File: config.mk
export PLATFORM = sky130hd
export DESIGN_NAME = bdc_top
export DESIGN_NICKNAME = d
export VERILOG_FILES = /design/src/rtl/bdc_pkg.sv /design/src/rtl/bdc_align.sv /design/src/rtl/bdc_negate.sv /design/src/rtl/bdc_top.sv
export SDC_FILE = /design/constraint.sdc
export NUM_CORES = 1
export LEC_CHECK = 0
export CAP_MARGIN = 5
export CORE_ASPECT_RATIO = 0.9
export CORE_UTILIZATION = 60
export DETAILED_ROUTE_END_ITERATION = 10
export DONT_BUFFER_PORTS = 1
export GPL_ROUTABILITY_DRIVEN = 1
export GPL_TIMING_DRIVEN = 0
export PLACE_DENSITY = 0.85
export SYNTH_ARGS = -nofsm -noshare
export SYNTH_HDL_FRONTEND = slang
export SYNTH_SLANG_ARGS = --single-unit
File: constraint.sdc
create_clock -name clk -period 4.3 [get_ports clk]
set_clock_uncertainty 0.05 [all_clocks]
set_input_delay 0.86 -clock clk [delete_from_list [all_inputs] [get_ports clk]]
set_output_delay 0.86 -clock clk [all_outputs]
set_load 0.02 [all_outputs]
File: src/rtl/bdc_pkg.sv
package bdc_pkg;

    localparam int unsigned WORD_W = 64;
    localparam int unsigned EXP_W  = 11;
    localparam int unsigned FRAC_W = 52;

    typedef struct packed {
        logic              sign;
        logic [EXP_W-1:0]  expo;
        logic [FRAC_W-1:0] frac;
    } dbl_t;

    function automatic int unsigned digit_bits(input int unsigned base);
        return $clog2(base);
    endfunction

    function automatic int unsigned red_exp_w(input int unsigned base);
        return EXP_W - $clog2(base);
    endfunction

    function automatic int unsigned wide_sig_w(input int unsigned base);
        return FRAC_W + 2 + base;
    endfunction

endpackage

File: src/rtl/bdc_align.sv
module bdc_align
    import bdc_pkg::*;
#(
    parameter int unsigned BASE = 64
) (
    input  logic                          clk,
    input  logic                          rst,
    input  dbl_t                          din,
    output logic                          neg_q,
    output logic [red_exp_w(BASE)-1:0]    exp_q,
    output logic [wide_sig_w(BASE)-1:0]   mag_q
);
    localparam int unsigned LG_B  = digit_bits(BASE);
    localparam int unsigned RED_W = red_exp_w(BASE);
    localparam int unsigned SIG_W = wide_sig_w(BASE);

    logic [LG_B-1:0]   shamt;
    logic [RED_W-1:0]  exp_n;
    logic [SIG_W-1:0]  mag_n;
    logic              is_zero;

    always_comb begin
        is_zero = (din.expo == '0);
        shamt   = din.expo[LG_B-1:0];
        if (is_zero) begin
            exp_n = '0;
            mag_n = '0;
        end else begin
            exp_n = din.expo[EXP_W-1:LG_B];
            mag_n = SIG_W'({1'b1, din.frac}) << shamt;
        end
    end

    always_ff @(posedge clk) begin
        if (rst) begin
            neg_q <= 1'b0;
            exp_q <= '0;
            mag_q <= '0;
        end else begin
            neg_q <= din.sign & ~is_zero;
            exp_q <= exp_n;
            mag_q <= mag_n;
        end
    end

endmodule

File: src/rtl/bdc_negate.sv
module bdc_negate #(
    parameter int unsigned SIG_W = 118,
    parameter int unsigned RED_W = 5
) (
    input  logic              clk,
    input  logic              rst,
    input  logic              neg,
    input  logic [RED_W-1:0]  exp_in,
    input  logic [SIG_W-1:0]  mag,
    output logic [RED_W-1:0]  exp_q,
    output logic [SIG_W-1:0]  sig_q
);
    logic [SIG_W-1:0] sig_n;

    always_comb begin
        sig_n = neg ? (~mag + SIG_W'(1)) : mag;
    end

    always_ff @(posedge clk) begin
        if (rst) begin
            exp_q <= '0;
            sig_q <= '0;
        end else begin
            exp_q <= exp_in;
            sig_q <= sig_n;
        end
    end

endmodule

File: src/rtl/bdc_top.sv
module bdc_top
    import bdc_pkg::*;
#(
    parameter int unsigned BASE = 64
) (
    input  logic                                clk,
    input  logic                                rst,
    input  logic [63:0]                         in_word,
    output logic [bdc_pkg::wide_sig_w(BASE)-1:0] out_sig,
    output logic [bdc_pkg::red_exp_w(BASE)-1:0]  out_exp
);
    localparam int unsigned RED_W = red_exp_w(BASE);
    localparam int unsigned SIG_W = wide_sig_w(BASE);

    dbl_t              din;
    logic              s1_neg;
    logic [RED_W-1:0]  s1_exp;
    logic [SIG_W-1:0]  s1_mag;

    assign din = dbl_t'(in_word);

    bdc_align #(.BASE(BASE)) u_align (
        .clk   (clk),
        .rst   (rst),
        .din   (din),
        .neg_q (s1_neg),
        .exp_q (s1_exp),
        .mag_q (s1_mag)
    );

    bdc_negate #(.SIG_W(SIG_W), .RED_W(RED_W)) u_negate (
        .clk    (clk),
        .rst    (rst),
        .neg    (s1_neg),
        .exp_in (s1_exp),
        .mag    (s1_mag),
        .exp_q  (out_exp),
        .sig_q  (out_sig)
    );

endmodule

# Yosys cells after proc, flatten, opt, wreduce, memory -nomap -nowiden
# Cells that the tools add are included.
# classes
addsub	1
mul	0
n_div	0
order_cmp	0
eq_ne	0
n_shift	1
n_mux	1
n_bitwise	3
reduce_logical	2
# ops
op	n
118-bit by 1-bit adder with 118-bit output (second input constant)	1
118-bit 2-to-1 mux	1
118-bit NOT	1
53-bit by 6-bit left shift with 118-bit output	1
11-bit zero test	1
2-bit OR reduction	1
1-bit AND	1
1-bit NOT	1
# totals
reg_bits	247
latch_bits	0
ramBits	0
romBits	0
output_inout_bits	123
word_cells	13
mem_count	0

# Depth between registers and ports, before layout
# depth
ltp_word	3
mapped_depth	10

# Modules after synthesis
# A second synthesis with hierarchy kept.
# hier_totals
hier_cells	1382
area_unflattened_um2	13107.6
# by_module_without_submodules
mod	n_inst	cells_per_inst	area_per_inst_um2
bdc_align	1	680	6924.1
bdc_negate	1	702	6183.4

# Worst setup path before layout
# No wires, ideal clock.
# synth_timing
path_type	input to register
from	in in_word[52]
to	reg u_align.mag_q[67]
arrival_ps	3249
slack_ps	925
path_stages	9
path_cell_list	buf_2 -> buf_1 -> clkbuf_1 -> nor2_1 -> a22o_1 -> a221oi_1 -> a21oi_1 -> or2_2 -> o22ai_1
# synth_via
elab_chain_len	2
word_cells_on_any_way	3
classes_between	1 x shift; 2 x reduce/logical
# synth_rtl
element	line	rtl
from (decl)	bdc_top.sv:8	input logic [63:0] in_word,
parallel branches: the longest is 2 deep, another holds 53-bit by 6-bit left shift with 118-bit output	-	
to (signal assigned)	bdc_align.sv:42	mag_q <= mag_n;
to (decl)	bdc_align.sv:11	output logic [wide_sig_w(BASE)-1:0] mag_q
# Several ways; the timed one is not identified.
# A chain may end at the register's enable or synchronous reset.

# Worst setup path after layout
# layout_timing
from	in in_word[52]
to	reg u_align.mag_q[60]
# The elaborated chain is that of the path after synthesis.

==> impl_metrics.csv <==
group,metric,value,unit
drt,final_antenna_net_count,0,
run_status,outcome,"finished clean",
placed_design,place_congestion,1.06,
grt,gr-total-overflow,0,
logic_synthesis,yosys_most_used_dff,"dfxtp_1",
final_layout,drive_gt1_share,8.90,%
grt,grt_max_degree,15,
drt,wl_per_cell,28.8,um
clocking,clk_pin_slew,60,ps
sta,min_period,4060,ps
logic_synthesis,seq_area_frac_synth,36.9,%
sta,setup_viol,0,
sta,tightest_slew,1440,ps
final_layout,regArea,4900,um2
power_and_ir_drop,pwr-share-comb,23.1,%
logic_synthesis,avgSynthCellArea,8.55,um2
floorplan,num_io_pins,189,
final_layout,layout_common_cells,"245 x dfxtp_1, 244 x nor2_1, 103 x clkbuf_1",
power_and_ir_drop,p_clk_share,33.8,%
hold_path,min_path_type,"reg2reg",
clocking,cts_resized,0,
setup_path,crit_path_start,"in_word[52]",
clocking,cts_root_buf,"clkbuf_16",
logic_synthesis,synthesis.area,13300,um2
clocking,cts_buffer_depth,3,
power_and_ir_drop,switching_share,34.0,%
final_layout,mostFrequentLayoutCell,"dfxtp_1",
clocking,numCtsBuffers,24,
floorplan,die_w,159,um
grt,gr-usage-all-layers,46.1,%
drt,drt-total-wl,54.4,mm
setup_path,crit_path_max_fanout,10,
drt,vias_per_cell,7.18,
sta,grt_setup_unrepaired,"false",
clocking,cts.sinks,245,
setup_path,cp_data_arrival_time,4400,ps
setup_path,crit_required,4630,ps
power_and_ir_drop,p_seq_share,43.1,%
setup_path,endpoint,"u_align.mag_q[60]",
final_layout,fin_util,66.6,%
grt,antenna_found_initial,1,
power_and_ir_drop,p_leak,5.38,nW
grt,grt_pass1_vias,12900,
setup_path,crit_path_start_kind,"input pin",
logic_synthesis,syn_inst,1555,
setup_path,path_class,"in2reg",
setup_path,rr_worst_depth,8,
setup_path,r2r_start,"u_align.mag_q[9]",
setup_path,end_kind,"flip-flop",
sta,relSlewSlack,2.97,%
power_and_ir_drop,p_total,6.23,mW
final_layout,area_delta_synth_final,8.60,%
clocking,htreeDepth,1,
logic_synthesis,post_synth_num_cell_types,69,
drt,drt_first_pass_iters,6,
placed_design,hpwl,42.0,mm
drt,drc,0,
final_layout,num-nets-final,1648,
sta,max_clock_freq,246,MHz
flow_run,drv_cap,0,
logic_synthesis,synth_largest_area_cell,"dfxtp_1",
sta,finalCritPeriodShare,94.5,%
clocking,cts_tree,"yes",
logic_synthesis,synth_edf_count,0,
sta,hold_violations,0,
placed_design,port_buffers,0,
final_layout,fillers,1816,
drt,num_vias,13600,
setup_path,max_stage_delay,720,ps
setup_path,crit_path_top_delay_cell,"a221oi_1",
clocking,post_cts_buffers,0,
floorplan,rows,51,
floorplan,fp.dieArea,22800,um2
final_layout,multiInputGateArea,7890,um2
floorplan,die_h,143,um
logic_synthesis,synthDominantCellAreaShare,36.9,%
setup_path,ff2ff_setup_slack,330,ps
clocking,cts_hold_buf,0,
logic_synthesis,ys_top_cells_by_area,"dfxtp_1 37%, nor2_1 6.9%, xor2_1 5.8%, mux2_2 4.4%, o22ai_1 4.0%",
floorplan,fp.coreArea,21700,um2
logic_synthesis,ys_async_sr_fraction,0,%
grt,grt_pass1_wl,78.6,mm
floorplan,start_util,61.3,%
power_and_ir_drop,vdd_ir_drop_max,0.329,mV
logic_synthesis,ys_seq_elements,245,
logic_synthesis,syn-num-nets,1622,
setup_path,r2r_end,"u_negate.sig_q[101]",
final_layout,antennaDiodeCount,0,
power_and_ir_drop,p_switching,2.11,mW
setup_path,path_cells,"buf_2, buf_1, clkbuf_1, nand2b_1, clkbuf_1, o22ai_1, nor2_1, a221oi_1, o22ai_1",
logic_synthesis,yosysWarnings,0,
clocking,clock_latency,540,ps
power_and_ir_drop,p_int,4.11,mW
sta,drv_slew,0,
power_and_ir_drop,power_density,431,nW/um2
drt,drtIter0Drc,2123,
-- Yosys cell counts, drive strengths merged, types with 7 or more instances --
master,count
clkbuf,99
nand3,20
mux2,54
dfxtp,245
mux2i,53
nor2b,30
or2,17
a31oi,9
nor3,42
o22ai,86
o32ai,7
o31ai,28
nand2,81
nand2b,18
or3,27
a211o,10
nand4,27
a22o,7
nor4,37
o211ai,13
inv,7
or4,31
a21oi,33
o41ai,26
mux4,23
xor2,88
and2,15
a221oi,9
nor2,244
o21ai,62
buf,23
-- registers in the layout, summed over array words and instances, names as in the netlist --
| name | cells |
|---|---|
| u_negate.sig_q | 118 |
| u_align.neg_q | 1 |
| u_align.mag_q | 116 |
| u_align.exp_q | 5 |
| u_negate.exp_q | 5 |
-- critical path: cells and delay by family --
kind                   cells  cell delay (ps)
buffers and inverters      4             1850
AO/OA/AOI/OAI              3             1150
AND/OR/NAND/NOR            2              520
-- power by group through the flow --
stage	combinational (mW)	sequential, mW	clock [mW]
6_report	1.44	2.68	2.10
5_1_grt	1.49	2.69	2.19
3_5_place_dp	1.35	2.72	0
3_3_place_gp	1.34	2.72	0
4_1_cts	1.36	2.68	2.10
2_1_floorplan	0.927	2.67	0
-- kinds of logic (layout without fill, tap and decap cells) --
| kind of cell | count (synthesis) | after routing | synth area share, % |
|---|---|---|---|
| buf+inv | 130 | 171 | 3.81 |
| flops | 245 | 245 | 36.9 |
| mux | 130 | 130 | 12.5 |
| compound gates | 345 | 345 | 17.8 |
| simple gates | 612 | 612 | 22.9 |
| fa+ha+maj | 1 | 1 | 0.0941 |
| xor+xnor | 92 | 92 | 6.06 |
-- metrics by stage --
step	setup slack [ps]	std cells	setup TNS, ps	instance area (um2)	hold WS, ps
global route	88.8	1887	0	14400	397
CTS	418	1887	0	14400	400
global placement	-126	1846	-400	13700	372
finish	236	1887	0	14400	390
floorplan	925	1555	0	13300	364
detailed placement	-112	1846	-694	13700	392
-- area by class of cell --
cell class                      count  area share [%]
Sequential cell                   245            34.0
Clock inverter                      9           0.754
Multi-Input combinational cell   1180            54.6
Buffer                            122            3.30
Tap cell                          291            2.52
Inverter                            8           0.208
Clock buffer                       32            4.64
-- metal layers --
| metal | track usage [%] | vias to the layer above | routed length [um] |
|---|---|---|---|
| li1 | - | 5801 | - |
| met2 | 70.2 | 1235 | 23000 |
| met4 | 32.7 | 2 | 4190 |
| met3 | 13.5 | 241 | 7590 |
| met1 | 56.2 | 6273 | 19500 |
| met5 | 0 | - | 8 |
-- worst min path at each step --
stage                          start                 to  slack, ps  depth (start not counted)
floorplan           u_align.exp_q[0]  u_negate.exp_q[0]        360                          1
global placement    u_align.exp_q[1]  u_negate.exp_q[1]        370                          1
detailed placement  u_align.exp_q[4]  u_negate.exp_q[4]        390                          1
CTS                 u_align.exp_q[4]  u_negate.exp_q[4]        400                          1
global route             in_word[63]      u_align.neg_q        400                          1
finish              u_align.exp_q[4]  u_negate.exp_q[4]        390                          1
(Power assumes the default switching activity.)
